$ cat config.mk
export PLATFORM = sky130hd
export DESIGN_NAME = quad_dispatch
export DESIGN_NICKNAME = d
export VERILOG_FILES = /design/src/rtl/qdisp_pkg.sv /design/src/rtl/qdisp_quad_pick.sv /design/src/rtl/qdisp_pack_pick.sv /design/src/rtl/quad_dispatch.sv
export SDC_FILE = /design/constraint.sdc
export NUM_CORES = 1
export LEC_CHECK = 0
export ABC_AREA = 1
export ABC_CLOCK_PERIOD_IN_PS = 4700
export BUFFER_PORTS_ARGS = -buffer_cell sky130_fd_sc_hd__buf_2
export CAP_MARGIN = 20
export CORE_MARGIN = 3
export CORE_UTILIZATION = 28
export DETAILED_ROUTE_END_ITERATION = 12
export GPL_ROUTABILITY_DRIVEN = 0
export GPL_TIMING_DRIVEN = 0
export SYNTH_ARGS = -nofsm -noshare
export SYNTH_HDL_FRONTEND = slang
export SYNTH_SLANG_ARGS = --single-unit
$ cat constraint.sdc
create_clock -name clk -period 4.7 [get_ports clk]
set_input_delay 0.94 -clock clk [delete_from_list [all_inputs] [get_ports clk]]
set_output_delay 0.94 -clock clk [all_outputs]
set_load 0.01 [all_outputs]
$ cat src/rtl/qdisp_pkg.sv
package qdisp_pkg;

    typedef enum logic {
        QD_IDLE = 1'b0,
        QD_RUN  = 1'b1
    } qd_state_e;

    // threads covered by width code 0; each code step doubles it
    localparam int QD_BASE_THREADS = 8;

endpackage

$ cat src/rtl/qdisp_quad_pick.sv
module qdisp_quad_pick #(
    parameter int LANES = 4,
    parameter int QUADS = 8
) (
    input  logic [LANES*QUADS-1:0] mask_i,
    output logic                   found_o,
    output logic [((QUADS > 1) ? $clog2(QUADS) : 1)-1:0] idx_o,
    output logic [LANES-1:0]       bits_o,
    output logic [LANES*QUADS-1:0] rest_o
);
    localparam int QW = (QUADS > 1) ? $clog2(QUADS) : 1;

    logic [QUADS-1:0] nz;

    genvar q;
    generate
        for (q = 0; q < QUADS; q++) begin : g_nz
            assign nz[q] = |mask_i[q*LANES +: LANES];
        end
    endgenerate

    // lowest non-empty quad wins
    always_comb begin
        found_o = 1'b0;
        idx_o   = '0;
        for (int k = QUADS - 1; k >= 0; k--) begin
            if (nz[k]) begin
                found_o = 1'b1;
                idx_o   = QW'(k);
            end
        end
    end

    always_comb begin
        bits_o = mask_i[idx_o*LANES +: LANES];
        rest_o = mask_i;
        rest_o[idx_o*LANES +: LANES] = '0;
    end

endmodule

$ cat src/rtl/qdisp_pack_pick.sv
module qdisp_pack_pick #(
    parameter int LANES   = 4,
    parameter int THREADS = 32,
    parameter int TW      = 5
) (
    input  logic [THREADS-1:0]         mask_i,
    output logic [LANES-1:0]           valid_o,
    output logic [LANES-1:0][TW-1:0]   sel_o,
    output logic [THREADS-1:0]         rest_o
);
    logic [THREADS-1:0] rem;
    logic               hit;

    // take the LANES lowest set bits, one per lane, in ascending order
    always_comb begin
        rem     = mask_i;
        valid_o = '0;
        sel_o   = '0;
        hit     = 1'b0;
        for (int j = 0; j < LANES; j++) begin
            hit = 1'b0;
            for (int i = 0; i < THREADS; i++) begin
                if (!hit && rem[i]) begin
                    hit        = 1'b1;
                    valid_o[j] = 1'b1;
                    sel_o[j]   = TW'(i);
                    rem[i]     = 1'b0;
                end
            end
        end
        rest_o = rem;
    end

endmodule

$ cat src/rtl/quad_dispatch.sv
module quad_dispatch
    import qdisp_pkg::*;
#(
    parameter int LANES       = 4,
    parameter int MAX_THREADS = 32
) (
    input  logic                                        clk,
    input  logic                                        rst_n,
    input  logic                                        start_i,
    input  logic [1:0]                                  width_i,
    input  logic                                        swizzle_i,
    input  logic [MAX_THREADS-1:0]                      exec_mask_i,
    output logic                                        ready_o,
    output logic                                        issue_o,
    output logic [((MAX_THREADS/LANES > 1) ? $clog2(MAX_THREADS/LANES) : 1)-1:0] quad_o,
    output logic [LANES-1:0]                            lanes_o,
    output logic [LANES*((MAX_THREADS > 1) ? $clog2(MAX_THREADS) : 1)-1:0] sel_o,
    output logic                                        done_o
);
    localparam int QUADS = MAX_THREADS / LANES;
    localparam int QW    = (QUADS > 1) ? $clog2(QUADS) : 1;
    localparam int TW    = (MAX_THREADS > 1) ? $clog2(MAX_THREADS) : 1;

    typedef struct packed {
        qd_state_e                st;
        logic                     swz;
        logic [MAX_THREADS-1:0]   pend;
        logic [QW-1:0]            grp;
        logic                     iss;
        logic [QW-1:0]            qidx;
        logic [LANES-1:0]         lmask;
        logic [LANES-1:0][TW-1:0] sel;
        logic                     done;
    } ctx_t;

    ctx_t ctx_d, ctx_q;

    // width code -> mask of counted threads
    logic [MAX_THREADS-1:0] width_mask;
    always_comb begin
        int cnt;
        cnt = QD_BASE_THREADS << width_i;
        if (cnt > MAX_THREADS) cnt = MAX_THREADS;
        for (int i = 0; i < MAX_THREADS; i++) begin
            width_mask[i] = (i < cnt);
        end
    end

    logic                     qp_found;
    logic [QW-1:0]            qp_idx;
    logic [LANES-1:0]         qp_bits;
    logic [MAX_THREADS-1:0]   qp_rest;

    qdisp_quad_pick #(
        .LANES (LANES),
        .QUADS (QUADS)
    ) quad_pick_i (
        .mask_i  (ctx_q.pend),
        .found_o (qp_found),
        .idx_o   (qp_idx),
        .bits_o  (qp_bits),
        .rest_o  (qp_rest)
    );

    logic [LANES-1:0]         pk_valid;
    logic [LANES-1:0][TW-1:0] pk_sel;
    logic [MAX_THREADS-1:0]   pk_rest;

    qdisp_pack_pick #(
        .LANES   (LANES),
        .THREADS (MAX_THREADS),
        .TW      (TW)
    ) pack_pick_i (
        .mask_i  (ctx_q.pend),
        .valid_o (pk_valid),
        .sel_o   (pk_sel),
        .rest_o  (pk_rest)
    );

    // identity lane selects for the quad being issued
    logic [LANES-1:0][TW-1:0] ident_sel;
    always_comb begin
        for (int j = 0; j < LANES; j++) begin
            ident_sel[j] = TW'(int'(qp_idx) * LANES + j);
        end
    end

    always_comb begin
        logic [MAX_THREADS-1:0] eff;
        ctx_d      = ctx_q;
        ctx_d.iss  = 1'b0;
        ctx_d.done = 1'b0;
        eff        = exec_mask_i & width_mask;
        case (ctx_q.st)
            QD_IDLE: begin
                if (start_i) begin
                    ctx_d.pend = eff;
                    ctx_d.swz  = swizzle_i;
                    ctx_d.grp  = '0;
                    if (eff == '0) begin
                        ctx_d.done = 1'b1;
                    end else begin
                        ctx_d.st = QD_RUN;
                    end
                end
            end
            QD_RUN: begin
                if (ctx_q.swz) begin
                    ctx_d.iss   = 1'b1;
                    ctx_d.qidx  = ctx_q.grp;
                    ctx_d.lmask = pk_valid;
                    ctx_d.sel   = pk_sel;
                    ctx_d.pend  = pk_rest;
                    ctx_d.grp   = ctx_q.grp + 1'b1;
                    if (pk_rest == '0) begin
                        ctx_d.done = 1'b1;
                        ctx_d.st   = QD_IDLE;
                    end
                end else if (qp_found) begin
                    ctx_d.iss   = 1'b1;
                    ctx_d.qidx  = qp_idx;
                    ctx_d.lmask = qp_bits;
                    ctx_d.sel   = ident_sel;
                    ctx_d.pend  = qp_rest;
                    if (qp_rest == '0) begin
                        ctx_d.done = 1'b1;
                        ctx_d.st   = QD_IDLE;
                    end
                end else begin
                    ctx_d.st = QD_IDLE;
                end
            end
            default: ctx_d.st = QD_IDLE;
        endcase
    end

    always_ff @(posedge clk) begin
        if (!rst_n) begin
            ctx_q <= '{st: QD_IDLE, default: '0};
        end else begin
            ctx_q <= ctx_d;
        end
    end

    logic run_swz;
    assign run_swz = ctx_q.swz;

    assign ready_o = (ctx_q.st == QD_IDLE);
    assign issue_o = ctx_q.iss;
    assign quad_o  = ctx_q.qidx;
    assign lanes_o = ctx_q.lmask;
    assign sel_o   = ctx_q.sel;
    assign done_o  = ctx_q.done;

endmodule

==> impl_results.md <==
- Area of the multi-input gates: between 4000 and 5000 um^2
- Initial core utilization: about 29%
- Die Area: 24200 um^2
- CP endpoint kind: flip-flop
- Placed Area: roughly 7000 um^2
- Syn Area/Cell: roughly 6.0 um^2
- Max Slew Vio Count: 0
- Vias/cell: 5.35
- WL final: roughly 25 mm
- Largest net degree at the start of global routing: 14
- Synthesis-to-finish area growth: 24.6%
- Worst path most repeated cell: nor2_4
- Max-slew headroom: between 20% and 30%
- Post-DP HPWL: just under 20 mm
- Post-synthesis xor/xnor area fraction: 0%
- I/O pins: just under 70
- Fraction of registers with async set/reset: 0%
- Worst-Margin Slew: roughly 1.1 ns
- Status: complete, no violations
- Largest family of logic cells by synthesized area: simple AND/OR/NAND/NOR gates
- CTS tree: done
- Grt ovf: 0
- Worst-path fanout max: 5
- Core box area: 21900 um^2
- Reg clk slew, reported paths: 0.06 ns
- Iteration-0 DRC Markers: 860
- Clock latency on the worst-skew pair: between 0.3 and 0.4 ns
- Simple-gate share of the synthesized area: roughly two fifths
- Post-synthesis compound-gate area fraction: between 20% and 30%
- Core Rows: between 50 and 60
- Worst Skew: about 0.011 ns
- Post-synth cell types: between 40 and 50
- FMAX: ~220 MHz
- Total GRT Usage: around a fifth
- H-tree levels: 3
- DRC Markers: 0
- Hold Buf Count CTS: 0
- Vias: ~7700
- Slowest cell on crit path: dfxtp_4
- # setup viols final: 0
- Die width: about 160 um
- Number of synthesized flops with an enable pin: 0
- Top FF cell, synth: dfxtp_1
- ANT nets after route: 0
- Vias in the first global route: between 6000 and 7000
- Post-synthesis cell area: 6250 um^2
- PnR Total Power: 2.86 mW
- PnR worst setup slack: ~0.25 ns
- Worst Path Arrival: 4.64 ns
- Max-Cap Viols: 0
- Sequential area share after synthesis: between 20% and 30%
- Fin crit period: around 4.5 ns
- Final Hold Vio Count: 0
- Die Ht: 155 um
- Power per cell area: 368 nW/um^2
- DRT Pass-1 Iters: 9
- Finished Layout Cells: ~1400
- Mapped Nets: around 1100
- Dpl cells: about 1400
- Sink Count: 66
- Clk buf depth: 2
- Setup crit start kind: flip-flop
- # diodes: 0
- Synth Area in Adders: less than 1%
- Final instance area: approximately 7800 um^2
- Hold WC Path Type: flip-flop to flip-flop
- Mux share of post-synthesis cell area: 0%
- CP Class: flip-flop to flip-flop
- PortBufs: 67
- WP data required: 4.89 ns
- Syn. warnings: 0
- First-pass GRT wire length: about 37 mm
- Crit share post-route: 94.8%
- DP Worst Slack: -1.04 ns
- Final core utilization: between 30% and 40%
- Share of post-route cells with drive strength above 1: a little under a quarter
- FILL cells: 2450
- Routed length per instance: 17.3 um
- Initial antenna violation count: 1
- VDD IR max: about 0.18 mV
- Syn Inst Count: roughly 1000
- Lkg Pwr: ~3.7 nW
- Number of buffers created by CTS: 9
- FF-to-FF setup slack: 0.25 ns
- Clock Root Buffer: clkbuf_16
- Post-synthesis register bit count: 66
- Fin nets: about 1200
- FF+latch area: 1330 um^2
- Crit-path max cell delay: between 0.3 and 0.4 ns
[final timing paths]
path | from | cells after the start | to
worst min-delay path | ctx_q[31] | 1 | ctx_q[31]
worst max register to register | ctx_q[32] | 30 | ctx_q[65]
worst max-delay path | ctx_q[32] | 30 | ctx_q[65]
worst min register to register | ctx_q[31] | 1 | ctx_q[31]
[kinds of logic (layout without fill, tap and decap cells)]
logic type / after synthesis / in the layout
fa+ha+maj: 3 / 3
flops: 66 / 66
compound gates: 257 / 257
simple gates: 515 / 515
buf+inv: 197 / 315
[metal layers]
metal | vias to the layer above | routed length (um) | global-route usage, %
met5 | - | 0 | 0
met2 | 382 | 10800 | 30.6
li1 | 3762 | - | -
met3 | 51 | 2920 | 6.73
met4 | 0 | 582 | 4.54
met1 | 3493 | 10500 | 26.4
[metrics by stage]
| step | TNS (ns) | hold WS, ns |
|---|---|---|
| final | 0 | 0.462 |
| after global routing | -0.157 | 0.488 |
| after CTS | 0 | 0.461 |
| after detailed placement | -9.26 | 0.449 |
| after global placement | -6.88 | 0.445 |
| after floorplan | 0 | 0.429 |
[critical path, delay by kind of cell (launching register included)]
family / cells / cell delay, ns
simple gates: 26 / 3.46
compound gates: 2 / 0.17
buf+inv: 2 / 0.26
flops: 1 / 0.37
[cells in the final DEF, fill, tap and decap left out, drive strengths merged, types with 3 or more instances in the layout]
cell type and n:
a2111oi 4, a21oi 71, a221oi 6, a31oi 33, a32oi 4, buf 131, clkbuf 31, clkinv 5
clkinvlp 3, dfxtp 66, ha 3, inv 145, nand2 211, nand3 80, nand4 16, nor2 168
nor3 27, nor4 10, o2111ai 5, o211ai 7, o21ai 93, o22ai 7, o31ai 4, o32ai 4
o41ai 6
[where the power goes]
group / internal (mW) / switching [mW] / total (mW)
registers: 0.612 / 0.0534 / 0.665
clock network: 0.360 / 0.295 / 0.655
logic: 0.548 / 0.996 / 1.54
[final cells by class]
cell class	instances	share of cell area, %
Sequential cell	66	17.0
Clock buffer	9	2.89
Multi-Input combinational cell	775	56.3
Timing Repair Buffer	102	7.73
Clock inverter	7	0.691
Buffer	51	3.79
Inverter	146	7.07
Tap cell	280	4.50
[Yosys cell counts (all sizes together) (6+ instances only)]
master	n	area, um^2
a21oi	71	359
o41ai	6	52.6
nor2	168	818
o21ai	93	480
nor3	27	135
clkbuf	22	82.6
dfxtp	66	1320
a31oi	33	206
o211ai	7	52.6
nor4	10	62.6
a221oi	6	52.6
nand2	211	810
o22ai	7	43.8
buf	29	213
nand4	16	113
inv	143	537
nand3	80	546
[flip-flops by register name, summed over array words and instances (netlist names)]
register	flops
issue_o	1
run_swz	1
done_o	1
quad_o	3
ctx_q	36
sel_o	20
lanes_o	4
[timing repair]
item | 4_1_cts | 5_1_grt
resized for setup | 13 | 70
setup buffers | 3 | 32
endpoints found under the setup margin | 32 | 32
pin swaps | 3 | 40
No activity file was read; power rests on OpenSTA's default activity.
